==> config.mk <==
export PLATFORM = sky130hd
export DESIGN_NAME = pdt_timer
export DESIGN_NICKNAME = d
export VERILOG_FILES = /design/src/rtl/pdt_pkg.sv /design/src/rtl/pdt_prescaler.sv /design/src/rtl/pdt_main_cnt.sv /design/src/rtl/pdt_status.sv /design/src/rtl/pdt_timer.sv
export SDC_FILE = /design/constraint.sdc
export NUM_CORES = 1
export LEC_CHECK = 0
export BUFFER_PORTS_ARGS = -buffer_cell sky130_fd_sc_hd__buf_4
export CORE_ASPECT_RATIO = 0.75
export CORE_MARGIN = 8
export CORE_UTILIZATION = 60
export CTS_BUF_LIST = sky130_fd_sc_hd__clkbuf_4
export CTS_CLUSTER_SIZE = 20
export DETAILED_ROUTE_END_ITERATION = 8
export PLACE_DENSITY = 0.87
export SYNTH_ARGS = -nofsm -noshare
export SYNTH_HDL_FRONTEND = slang
export SYNTH_SLANG_ARGS = --single-unit
==> constraint.sdc <==
create_clock -name clk -period 3.35 [get_ports clk]
set_input_delay 0.335 -clock clk [delete_from_list [all_inputs] [get_ports clk]]
set_output_delay 0.335 -clock clk [all_outputs]
set_load 0.05 [all_outputs]
==> src/rtl/pdt_pkg.sv <==
// Shared types for the prescaled down timer.
// Assumes: nothing beyond a standard elaboration order (this file first).
package pdt_pkg;

    // Action taken by the two counting stages on the coming clock edge.
    typedef enum logic [2:0] {
        STEP_HOLD   = 3'd0,  // keep both stages
        STEP_PRE    = 3'd1,  // prescaler steps down, count holds
        STEP_DEC    = 3'd2,  // count steps down, prescaler restarts
        STEP_RELOAD = 3'd3,  // timeout reload from interval and prescale
        STEP_LOAD   = 3'd4   // interval write: load new value, restart prescaler
    } step_e;

endpackage

==> src/rtl/pdt_prescaler.sv <==
// Low-order prescaler stage.
// Follows the step chosen by the top: it restarts at the prescale setting on
// load, reload or a main-count step, and otherwise counts down or holds.
// Assumes: step is STEP_DEC only when this stage already reads zero.
module pdt_prescaler
    import pdt_pkg::*;
#(
    parameter int PRE_W = 8
) (
    input  logic             clk,
    input  logic             rst_n,
    input  step_e            step,
    input  logic [PRE_W-1:0] prescale,
    output logic [PRE_W-1:0] pre_q,
    output logic             pre_zero
);

    // Prescaler register update according to the chosen step.
    always_ff @(posedge clk) begin
        if (!rst_n) begin
            pre_q <= '0;
        end else begin
            unique case (step)
                STEP_LOAD, STEP_RELOAD, STEP_DEC: pre_q <= prescale;
                STEP_PRE:                         pre_q <= pre_q - 1'b1;
                default:                          pre_q <= pre_q;
            endcase
        end
    end

    // Zero detect feeding the step decision.
    assign pre_zero = (pre_q == '0);

endmodule

==> src/rtl/pdt_main_cnt.sv <==
// Main 16-bit (parameterised) down-count stage.
// Loads the written value, reloads the interval on timeout, or steps down.
// Assumes: step is STEP_DEC only when the count is nonzero.
module pdt_main_cnt
    import pdt_pkg::*;
#(
    parameter int CNT_W = 16
) (
    input  logic             clk,
    input  logic             rst_n,
    input  step_e            step,
    input  logic [CNT_W-1:0] load_val,
    input  logic [CNT_W-1:0] interval,
    output logic [CNT_W-1:0] cnt_q,
    output logic             cnt_zero
);

    // Count register update according to the chosen step.
    always_ff @(posedge clk) begin
        if (!rst_n) begin
            cnt_q <= '1;
        end else begin
            unique case (step)
                STEP_LOAD:   cnt_q <= load_val;
                STEP_RELOAD: cnt_q <= interval;
                STEP_DEC:    cnt_q <= cnt_q - 1'b1;
                default:     cnt_q <= cnt_q;
            endcase
        end
    end

    // Zero detect feeding the step decision.
    assign cnt_zero = (cnt_q == '0);

endmodule

==> src/rtl/pdt_status.sv <==
// Timeout status: sticky raw flag with write-one clear (set wins),
// mask gating and the one-cycle trigger.
// Assumes: timeout is high only in cycles the timer sits in its zero state.
module pdt_status (
    input  logic clk,
    input  logic rst_n,
    input  logic timeout,
    input  logic clr,
    input  logic mask,
    input  logic trig_en,
    output logic raw,
    output logic masked,
    output logic trig
);

    // Sticky flag: a timeout in the same cycle as a clear keeps it set.
    always_ff @(posedge clk) begin
        if (!rst_n) begin
            raw <= 1'b0;
        end else if (timeout) begin
            raw <= 1'b1;
        end else if (clr) begin
            raw <= 1'b0;
        end
    end

    // Mask gating and trigger, both combinational on current state.
    always_comb begin
        masked = raw & mask;
        trig   = timeout & trig_en;
    end

endmodule

==> src/rtl/pdt_timer.sv <==
// One-shot/periodic prescaled down timer (top).
// Owns the run bit and the interval register, decides one step per cycle for
// the prescaler and the main count, and feeds the timeout to the status block.
// Assumes: all control inputs are synchronous to clk.
module pdt_timer
    import pdt_pkg::*;
#(
    parameter int CNT_W = 16,
    parameter int PRE_W = 8
) (
    input  logic             clk,
    input  logic             rst_n,
    input  logic             en_wr_i,
    input  logic             en_wdata_i,
    input  logic             load_wr_i,
    input  logic [CNT_W-1:0] load_val_i,
    input  logic [PRE_W-1:0] prescale_i,
    input  logic             periodic_i,
    input  logic             trig_en_i,
    input  logic             irq_mask_i,
    input  logic             clr_i,
    input  logic             stall_en_i,
    input  logic             stall_i,
    output logic [CNT_W-1:0] count_o,
    output logic             running_o,
    output logic             raw_o,
    output logic             masked_o,
    output logic             irq_o,
    output logic             trig_o
);

    logic             en_q;
    logic [CNT_W-1:0] ilr_q;
    logic [CNT_W-1:0] cnt_q;
    logic [PRE_W-1:0] pre_q;
    logic             cnt_zero;
    logic             pre_zero;
    logic             stalled;
    logic             tick;
    logic             at_zero;
    logic             timeout;
    step_e            step;

    // Stall qualification and timeout-state detection.
    always_comb begin
        stalled = stall_en_i & stall_i;
        tick    = en_q & ~stalled;
        at_zero = cnt_zero & pre_zero;
        timeout = tick & at_zero;
    end

    // One step per cycle: a write wins, then hold, reload, count step, prescale step.
    always_comb begin
        if (load_wr_i)       step = STEP_LOAD;
        else if (!tick)      step = STEP_HOLD;
        else if (at_zero)    step = STEP_RELOAD;
        else if (pre_zero)   step = STEP_DEC;
        else                 step = STEP_PRE;
    end

    // Run bit: a write wins, otherwise a one-shot timeout clears it.
    always_ff @(posedge clk) begin
        if (!rst_n) begin
            en_q <= 1'b0;
        end else if (en_wr_i) begin
            en_q <= en_wdata_i;
        end else if (timeout && !periodic_i) begin
            en_q <= 1'b0;
        end
    end

    // Interval register written by the load strobe.
    always_ff @(posedge clk) begin
        if (!rst_n) begin
            ilr_q <= '1;
        end else if (load_wr_i) begin
            ilr_q <= load_val_i;
        end
    end

    pdt_prescaler #(.PRE_W(PRE_W)) u_pre (
        .clk      (clk),
        .rst_n    (rst_n),
        .step     (step),
        .prescale (prescale_i),
        .pre_q    (pre_q),
        .pre_zero (pre_zero)
    );

    pdt_main_cnt #(.CNT_W(CNT_W)) u_cnt (
        .clk      (clk),
        .rst_n    (rst_n),
        .step     (step),
        .load_val (load_val_i),
        .interval (ilr_q),
        .cnt_q    (cnt_q),
        .cnt_zero (cnt_zero)
    );

    pdt_status u_sts (
        .clk     (clk),
        .rst_n   (rst_n),
        .timeout (timeout),
        .clr     (clr_i),
        .mask    (irq_mask_i),
        .trig_en (trig_en_i),
        .raw     (raw_o),
        .masked  (masked_o),
        .trig    (trig_o)
    );

    // Output mapping.
    always_comb begin
        count_o   = cnt_q;
        running_o = en_q;
        irq_o     = masked_o;
    end

endmodule

==> results.py, run 1 <==
metrics = {
    "placed_design": {
        "dpl_cell_area_mm2": 0.00290,
        "gp_congestion": 0.914,
        "pre_cts_slack_ns": 0.938,
        "post-dp-hpwl_mm": 5.27,
        "dpl.cell_count": 401,
        "port_buffers": 55,
    },
    "drt": {
        "vias": 2593,
        "first_pass_iters": 5,
        "ant_nets": 0,
        "drt-initial-drc-count": 225,
        "vias_per_cell": 6.37,
        "drc": 0,
        "totalWireLength_mm": 7.10,
        "post_drt_wl_per_cell_um": 17.4,
    },
    "finish": {
        "n_antenna_cell": 0,
        "mostFrequentLayoutCell": "buf_4",
        "final_cell_mix": "60 x buf_4, 42 x dfxtp_1, 29 x nand2_1",
        "utilization_pct": 73.8,
        "multi_input_area_mm2": 0.00149,
        "final-seq-area_um2": 841,
        "num-fill-cells": 328,
        "areaGrowthSynthToFinish_pct": 19.9,
        "drive_gt1_share_pct": 22.4,
        "final_area_mm2": 0.00294,
        "finalNetCount": 392,
        "stdcell_count": 407,
    },
    "clock_tree": {
        "cts-root-buf": "clkbuf_4",
        "post-cts-setup-buffer-count": 0,
        "clk_latency_ns": 0.35,
        "tritoncts": "yes",
        "cts.sinks": 42,
        "clk_pin_slew_ns": 0.12,
        "ctsHoldBuffers": 0,
        "clock_path_buffers": 2,
        "cts_buffers": 5,
        "cts_max_level": 2,
        "cts_resized": 0,
    },
    "die": {
        "io_pins": 56,
        "std_cell_rows": 20,
        "start_util_pct": 61.6,
        "core_mm2": 0.00398,
        "die_h_um": 71.4,
        "die-area_mm2": 0.00641,
        "fp.dieW_um": 89.8,
    },
    "timing": {
        "slew_viol_final": 0,
        "finalCritPeriodShare_pct": 84.3,
        "clock_skew_ns": 0.00839,
        "worst_slack_ns": 0.526,
        "finalSetupViolations": 0,
        "max_freq_mhz": 354,
        "period_needed_ns": 2.82,
        "tightestPinTransition_ns": 0.688,
        "maxSlewHeadroom_pct": 53.7,
        "finalHoldViolCount": 0,
        "setup_tns_ns": 0,
        "rsz0062_at_grt": "false",
        "timing.hold.ws_ns": 0.210,
    },
    "worst_setup_path": {
        "r2r_slack_ns": 0.96,
        "cp_max_fo": 6,
        "rr_worst_depth": 9,
        "r2r-start": "u_pre.pre_q[1]",
        "cp.required_ns": 3.01,
        "arrival_ns": 2.49,
        "worstSetupPathType": "reg -> out",
        "cp-start-kind": "flip-flop",
        "r2r_end": "u_cnt.cnt_q[7]",
        "worstSetupEndpointType": "primary output",
    },
    "power": {
        "power_density_mw_per_mm2": 368,
        "ir_drop_v": 0.000252,
        "p_leak_nw": 1.22,
        "power_mw": 1.08,
    },
    "outcome": {
        "status": "completed",
    },
    "hold_path": {
        "hold_start": "load_val_i[10]",
        "min_path_cells": 3,
        "min_to": "ilr_q[10]",
        "hold_class": "in -> reg",
    },
    "synthesis": {
        "netlist_instances": 303,
        "synthesis.area_mm2": 0.00245,
        "ys_seq_elements": 42,
        "ys_types": 62,
        "yosys.area_share.simple_pct": 27.2,
        "synth-compound-area-share_pct": 28.2,
        "ys_warn_count": 0,
        "synth.mux.area_fraction_pct": 2.50,
        "synthArstFlopShare_pct": 0,
        "synthFlopType": "dfxtp_1",
        "synth-edff-count": 0,
        "synth-xor-area-share_pct": 0.715,
        "synthAdderAreaFrac_pct": 2.04,
        "synth_top_family_by_area": "compound AO/OA/AOI/OAI gates",
        "ys_seq_area_share_pct": 34.3,
        "synth_area_per_cell_um2": 8.09,
        "synth_nets": 342,
    },
    "grt": {
        "grt_antenna_before_repair": 0,
        "overflow": 0,
        "grt_pass1_wl_mm": 12.1,
        "track_usage_pct": 22.3,
        "grt_max_degree": 51,
        "grt_pass1_vias": 2491,
    },
    "run": {
        "drv_cap": 0,
    },
}
[report_power, final]
| part | switching [mW] | internal (mW) | total (mW) |
|---|---|---|---|
| clock network | 0.158 | 0.0720 | 0.230 |
| logic | 0.162 | 0.110 | 0.271 |
| registers | 0.0436 | 0.536 | 0.579 |
[cell usage after synthesis, types with 3 or more instances]
cell type / instances / area [um2]
ha_1: 4 / 50.1
o211ai_1: 7 / 52.6
nand2_1: 29 / 109
a211o_1: 3 / 26.3
nor3_1: 5 / 25.0
mux2i_1: 5 / 50.1
o31ai_1: 6 / 45.0
o21ai_0: 13 / 65.1
a21oi_1: 27 / 135
nor2_1: 24 / 90.1
inv_1: 13 / 48.8
nand2b_1: 8 / 50.1
a2bb2oi_1: 6 / 52.6
clkbuf_1: 12 / 45.0
or3_1: 4 / 25.0
a221oi_1: 3 / 26.3
dfxtp_1: 42 / 841
a31oi_1: 11 / 68.8
a211oi_1: 6 / 45.0
nand3_1: 12 / 60.1
or4_1: 4 / 30.0
nor2b_1: 9 / 56.3
[sequential cells by signal, indices dropped and copies added (netlist names)]
register	cells
u_cnt.cnt_q	16
u_pre.pre_q	8
running_o	1
u_sts.raw	1
ilr_q	16
[metal layers]
metal	vias up	global-route usage (%)	wire, um
met5	-	0	0
met4	0	5.23	80
met3	14	6.68	746
met2	130	34.9	3150
met1	1218	29.4	3120
li1	1231	-	-
[critical path, stage by stage, from the launching register on]
cell	delay, ns
dfxtp_1	0.38
inv_1	0.10
ha_1	0.14
or4b_4	0.48
or4_4	0.49
nor2_4	0.16
and3_1	0.19
buf_4	0.20
[worst max-delay path by stage]
stage,start,end,slack (ns),cells past startpoint
floorplan,u_cnt.cnt_q[0],trig_o,0.70,6
global placement,u_cnt.cnt_q[0],trig_o,1.01,7
detailed placement,u_cnt.cnt_q[0],trig_o,0.94,7
CTS,u_cnt.cnt_q[0],trig_o,0.54,7
global route,u_cnt.cnt_q[1],trig_o,0.46,7
finish,u_cnt.cnt_q[0],trig_o,0.53,7
[cells by family after synthesis]
family | after synthesis
AOI/OAI and AO/OA | 102
and+or+nand+nor | 117
muxes | 6
xor gates and xnor gates | 2
DFF | 42
buffers and inverters | 30
adders and majority gates | 4
[layout make-up]
class                      instances  area share (%)
multi-input combinational        231            50.6
sequential                        42            28.6
timing repair buffer              60            15.3
tap                               55            2.34
inverter                          13            1.66
clock buffer                       5            1.28
clock inverter                     1           0.128
Power figures use the tool's default switching activity.
==> run 2: changes to the inputs <==
--- a/config.mk
+++ b/config.mk
@@ -5,14 +5,15 @@
 export SDC_FILE = /design/constraint.sdc
 export NUM_CORES = 1
 export LEC_CHECK = 0
+export ABC_AREA = 1
 export BUFFER_PORTS_ARGS = -buffer_cell sky130_fd_sc_hd__buf_4
 export CORE_ASPECT_RATIO = 0.75
 export CORE_MARGIN = 8
-export CORE_UTILIZATION = 60
+export CORE_UTILIZATION = 57
 export CTS_BUF_LIST = sky130_fd_sc_hd__clkbuf_4
 export CTS_CLUSTER_SIZE = 20
 export DETAILED_ROUTE_END_ITERATION = 8
-export PLACE_DENSITY = 0.87
+export PLACE_DENSITY = 0.83
 export SYNTH_ARGS = -nofsm -noshare
 export SYNTH_HDL_FRONTEND = slang
 export SYNTH_SLANG_ARGS = --single-unit
==> constraint.sdc (replaced) <==
create_clock -name clk -period 2.75 [get_ports clk]
set_input_delay 0.275 -clock clk [delete_from_list [all_inputs] [get_ports clk]]
set_output_delay 0.275 -clock clk [all_outputs]
set_load 0.05 [all_outputs]
==> results.py, run 2 <==
metrics = {
    "worst_setup_path": {
        "worstSetupEndpointType": "primary output",
        "cp_max_fo": 6,
        "cp-start-kind": "flip-flop",
        "arrival_ns": 1.99,
        "worstSetupPathType": "reg -> out",
        "cp.required_ns": 2.48,
    },
    "grt": {
        "overflow": 0,
        "track_usage_pct": 20.4,
        "grt_max_degree": 40,
        "grt_pass1_vias": 2427,
        "grt_pass1_wl_mm": 11.6,
        "grt_antenna_before_repair": 0,
    },
    "timing": {
        "finalSetupViolations": 0,
        "max_freq_mhz": 441,
        "tightestPinTransition_ns": 0.597,
        "finalCritPeriodShare_pct": 82.5,
        "rsz0062_at_grt": "false",
        "timing.hold.ws_ns": 0.138,
        "finalHoldViolCount": 0,
        "clock_skew_ns": 0.00981,
        "maxSlewHeadroom_pct": 59.9,
        "setup_tns_ns": 0,
        "period_needed_ns": 2.27,
        "slew_viol_final": 0,
    },
    "synthesis": {
        "netlist_instances": 434,
        "ys_top_cells_by_count": "152 x nand2_1, 56 x inv_1, 51 x nand3_1, 42 x dfxtp_1, 25 x nor2_1",
        "synth_area_per_cell_um2": 6.16,
        "ys_warn_count": 0,
        "synthesis.area_mm2": 0.00267,
        "synth_nets": 473,
        "synth_top_area_cell": "dfxtp_1",
        "synth-edff-count": 0,
        "ys_seq_area_share_pct": 31.5,
        "yosys.area.top_type_share_pct": 31.5,
        "netlist_top_cells_area": "dfxtp_1 31%, nand2_1 21%, nand3_1 9.6%",
        "yosysMostFrequentCell": "nand2_1",
        "synthArstFlopShare_pct": 0,
        "synthFlopType": "dfxtp_1",
        "ys_types": 29,
        "ys_seq_elements": 42,
    },
    "clock_tree": {
        "clk_pin_slew_ns": 0.12,
        "clock_path_buffers": 2,
        "cts_resized": 0,
        "cts_max_level": 2,
        "post-cts-setup-buffer-count": 0,
        "cts_buffers": 5,
        "tritoncts": "yes",
        "cts.sinks": 42,
        "ctsHoldBuffers": 0,
        "cts-root-buf": "clkbuf_4",
        "clk_latency_ns": 0.35,
    },
    "die": {
        "io_pins": 56,
        "core_mm2": 0.00449,
        "start_util_pct": 59.5,
        "fp.dieW_um": 95.1,
        "die_h_um": 75.3,
        "die-area_mm2": 0.00716,
        "std_cell_rows": 21,
    },
    "drt": {
        "drt-initial-drc-count": 285,
        "drc": 0,
        "first_pass_iters": 4,
        "totalWireLength_mm": 7.12,
        "ant_nets": 0,
        "post_drt_wl_per_cell_um": 13.2,
        "vias_per_cell": 5.14,
        "vias": 2773,
    },
    "finish": {
        "finalNetCount": 522,
        "reg.largest.list": "ilr_q: 16 flops, u_cnt.cnt_q: 16 flops, u_pre.pre_q: 8 flops",
        "mostFrequentLayoutCell": "nand2_1",
        "final_cell_mix": "152 x nand2_1, 57 x buf_4, 56 x inv_1",
        "num-fill-cells": 423,
        "n_antenna_cell": 0,
        "areaGrowthSynthToFinish_pct": 17.5,
        "drive_gt1_share_pct": 18.0,
        "utilization_pct": 69.9,
    },
    "placed_design": {
        "port_buffers": 55,
        "gp_congestion": 0.856,
        "post-dp-hpwl_mm": 5.38,
    },
    "power": {
        "power_density_mw_per_mm2": 437,
        "p_leak_nw": 1.67,
        "ir_drop_v": 0.000292,
    },
    "run": {
        "drv_cap": 0,
    },
    "hold_path": {
        "hold_class": "in -> reg",
    },
    "outcome": {
        "status": "completed",
    },
}
[run 2: cell count changes after synthesis, sizes merged, moves of 7 or more]
| cell | delta |
|---|---|
| a2bb2oi | -7 |
| nand2b | -8 |
| a31oi | -11 |
| nor2 | +9 |
| nand2 | +136 |
| inv | +43 |
| a21oi | -15 |
| clkinv | +10 |
| nand3 | +39 |
| xor2 | +7 |
| nor2b | -9 |
[run 2: cells by family after synthesis]
group                      share of synthesized area [%]
AOI/OAI and AO/OA                                   8.66
xor gates and xnor gates                            3.28
adders and majority gates                           1.87
buffers and inverters                               12.3
DFF                                                 31.5
and+or+nand+nor                                     42.5
[run 2: stage by stage]
| stage | instances | cell area [um2] | total power [mW] | setup WS [ns] |
|---|---|---|---|---|
| finish | 540 | 3140 | 1.37 | 0.482 |
| global route | 540 | 3140 | 1.45 | 0.353 |
| CTS | 540 | 3140 | 1.38 | 0.505 |
| detailed placement | 533 | 3090 | 1.09 | 0.805 |
| global placement | 533 | 3090 | 1.08 | 0.870 |
| floorplan | 434 | 2670 | 0.969 | 0.516 |
[run 2: worst paths after layout]
kind              slack (ns)  cells after the start            from              to
setup reg to reg        0.77                     10  u_pre.pre_q[1]  u_cnt.cnt_q[5]
setup / recovery        0.48                      9  u_cnt.cnt_q[0]          trig_o
hold reg to reg         0.46                      2        ilr_q[9]        ilr_q[9]
hold / removal          0.14                      3  load_val_i[12]       ilr_q[12]
[run 2: power by group]
group	internal (mW)	total (mW)	switching, mW
registers	0.654	0.695	0.0409
clock network	0.0922	0.288	0.196
logic	0.140	0.388	0.248
total	0.886	1.37	0.485
[run 2: cell type report]
cell class	instances	area, um2	area share [%]
inverters	66	248	7.89
multi-input cells	311	1500	47.9
flip-flops and latches	42	841	26.8
repair buffers	57	428	13.6
clock buffers	5	37.5	1.20
well taps	57	71.3	2.27
clock inverters	2	10.0	0.319
[run 2: routing by layer]
layer,up-vias,global-route usage [%],wire (um)
met5,-,0,0
met4,0,4.66,48
met3,7,3.94,618
met2,113,28.4,2910
met1,1216,31.0,3550
li1,1437,-,-
[run 2: critical path, stage by stage, from the launching register on]
cell     delay (ns)
dfxtp_1        0.33
inv_1          0.15
ha_1           0.18
inv_1          0.04
nor2_1         0.11
nand2_1        0.08
nor2_2         0.18
nand4_1        0.21
nor2_1         0.16
buf_4          0.22
==> run 3: changes to the inputs <==
--- a/config.mk
+++ b/config.mk
@@ -5,15 +5,15 @@
 export SDC_FILE = /design/constraint.sdc
 export NUM_CORES = 1
 export LEC_CHECK = 0
-export ABC_AREA = 1
+export ABC_AREA = 0
 export BUFFER_PORTS_ARGS = -buffer_cell sky130_fd_sc_hd__buf_4
 export CORE_ASPECT_RATIO = 0.75
 export CORE_MARGIN = 8
-export CORE_UTILIZATION = 57
+export CORE_UTILIZATION = 56
 export CTS_BUF_LIST = sky130_fd_sc_hd__clkbuf_4
 export CTS_CLUSTER_SIZE = 20
 export DETAILED_ROUTE_END_ITERATION = 8
-export PLACE_DENSITY = 0.83
+export PLACE_DENSITY = 0.82
 export SYNTH_ARGS = -nofsm -noshare
 export SYNTH_HDL_FRONTEND = slang
 export SYNTH_SLANG_ARGS = --single-unit
==> constraint.sdc (replaced) <==
create_clock -name clk -period 2.2 [get_ports clk]
set_input_delay 0.22 -clock clk [delete_from_list [all_inputs] [get_ports clk]]
set_output_delay 0.22 -clock clk [all_outputs]
set_load 0.05 [all_outputs]
==> results.py, run 3 (synthesized netlist as in run 1, its figures left out) <==
metrics = {
    "die": {
        "die-area_mm2": 0.00677,
        "std_cell_rows": 21,
        "io_pins": 56,
        "start_util_pct": 56.5,
        "core_mm2": 0.00434,
        "fp.dieW_um": 92.4,
        "die_h_um": 73.3,
    },
    "worst_setup_path": {
        "r2r-start": "u_cnt.cnt_q[0]",
        "cp.required_ns": 1.98,
        "startpoint": "u_cnt.cnt_q[0]",
        "arrival_ns": 2.27,
        "cp_max_fo": 2,
        "worstSetupPathType": "reg -> out",
        "cp-start-kind": "flip-flop",
        "worstSetupEndpointType": "primary output",
    },
    "drt": {
        "drt-initial-drc-count": 288,
        "ant_nets": 0,
        "totalWireLength_mm": 7.78,
        "first_pass_iters": 5,
        "post_drt_wl_per_cell_um": 17.5,
        "drc": 0,
        "vias": 2712,
        "vias_per_cell": 6.11,
    },
    "power": {
        "clockPowerShare_pct": 22.5,
        "power_density_mw_per_mm2": 532,
        "p_leak_nw": 1.39,
        "p_switching_mw": 0.591,
        "power_mw": 1.74,
        "pwr-share-comb_pct": 27.8,
        "ir_drop_v": 0.000321,
        "p_sw_share_pct": 33.9,
        "p_seq_share_pct": 49.7,
        "power.internal_mw": 1.15,
    },
    "finish": {
        "drive_gt1_share_pct": 33.9,
        "mostFrequentLayoutCell": "buf_4",
        "reg.largest.list": "ilr_q: 16 flops, u_cnt.cnt_q: 16 flops, u_pre.pre_q: 8 flops",
        "n_antenna_cell": 0,
        "areaGrowthSynthToFinish_pct": 33.6,
        "utilization_pct": 75.6,
        "multi_input_area_mm2": 0.00154,
        "num-fill-cells": 336,
        "final_cell_mix": "90 x buf_4, 36 x dfxtp_1, 29 x nand2_1",
        "final-seq-area_um2": 851,
        "finalNetCount": 425,
    },
    "placed_design": {
        "post-dp-hpwl_mm": 5.75,
        "gp_congestion": 0.893,
        "pre_cts_slack_ns": 0.0224,
        "port_buffers": 55,
    },
    "timing": {
        "max_freq_mhz": 402,
        "finalHoldViolCount": 0,
        "rsz0062_at_grt": "true",
        "tightestPinTransition_ns": 0.644,
        "period_needed_ns": 2.49,
        "finalSetupViolations": 9,
        "finalCritPeriodShare_pct": 113,
        "maxSlewHeadroom_pct": 57.0,
        "slew_viol_final": 0,
        "worst_slack_ns": -0.287,
        "clock_skew_ns": 0.0246,
    },
    "grt": {
        "grt_max_degree": 51,
        "grt_pass1_vias": 2638,
        "track_usage_pct": 23.0,
        "overflow": 0,
        "grt_antenna_before_repair": 0,
        "grt_pass1_wl_mm": 12.6,
    },
    "run": {
        "drv_cap": 0,
    },
    "clock_tree": {
        "cts-root-buf": "clkbuf_4",
        "cts_max_level": 2,
        "clk_latency_ns": 0.36,
        "cts_buffers": 5,
        "cts.sinks": 42,
        "tritoncts": "yes",
        "clock_path_buffers": 2,
        "clk_pin_slew_ns": 0.14,
        "ctsHoldBuffers": 0,
    },
    "outcome": {
        "status": "complete, but fails checks",
        "violations": "negative setup slack",
    },
    "hold_path": {
        "hold_start": "load_val_i[10]",
        "hold_class": "in -> reg",
    },
}
-- run 3: cell types whose count changed in the layout (fill, tap and decap cells not counted), sizes merged, moves of 10 or more --
| cell | change |
|---|---|
| nand2 | -136 |
| inv | -43 |
| nand3 | -39 |
| buf | +36 |
| a21oi | +15 |
| a31oi | +11 |
| clkinv | -10 |
-- run 3: worst paths after layout --
path | slack (ns) | cells after the start | to
setup / recovery | -0.29 | 7 | trig_o
hold / removal | 0.08 | 3 | ilr_q[10]
setup reg to reg | -0.19 | 10 | u_cnt.cnt_q[7]
hold reg to reg | 0.47 | 2 | ilr_q[12]
-- run 3: area by class of cell --
class / count / area share [%]
Multi-Input combinational cell: 231 / 46.9
Clock inverter: 2 / 0.306
Timing Repair Buffer: 93 / 21.8
Sequential cell: 42 / 26.0
Clock buffer: 6 / 1.38
Inverter: 13 / 1.49
Tap cell: 57 / 2.18
-- run 3: power by group through the flow --
stage	clock network, mW	registers (mW)	logic (mW)
finish	0.393	0.867	0.484
global route	0.432	0.873	0.522
CTS	0.395	0.863	0.471
detailed placement	0	0.880	0.469
global placement	0	0.877	0.458
floorplan	0	0.967	0.194
-- run 3: what timing repair did --
| item | CTS | global route |
|---|---|---|
| pin swaps | 8 | 6 |
| resized for setup | 7 | 9 |
| setup buffers | 2 | 2 |
| endpoints found under the setup margin | 3 | 15 |
-- run 3: metrics by stage --
step	TNS, ns	cells	area (um2)	hold slack (ns)
after floorplan	-0.0207	303	2470	0.349
after global placement	0	432	3130	0.442
after detailed placement	0	432	3130	0.453
after CTS	-1.59	442	3220	0.0750
after global routing	-2.10	444	3280	0.0878
final	-1.25	444	3280	0.0828
-- run 3: critical path, cell delays in order (launching register included) --
cell and delay, ns:
dfxtp_4 0.37, inv_2 0.05, ha_1 0.12, or4b_4 0.45, or4_4 0.46, nor2_4 0.11, and3_4 0.19, buf_8 0.14
-- run 3: routing by layer --
| layer | global-route usage [%] | routed length [um] |
|---|---|---|
| met1 | 29.3 | 3360 |
| met3 | 5.92 | 684 |
| met4 | 6.76 | 179 |
| met5 | 0 | 0 |
| met2 | 37.3 | 3550 |
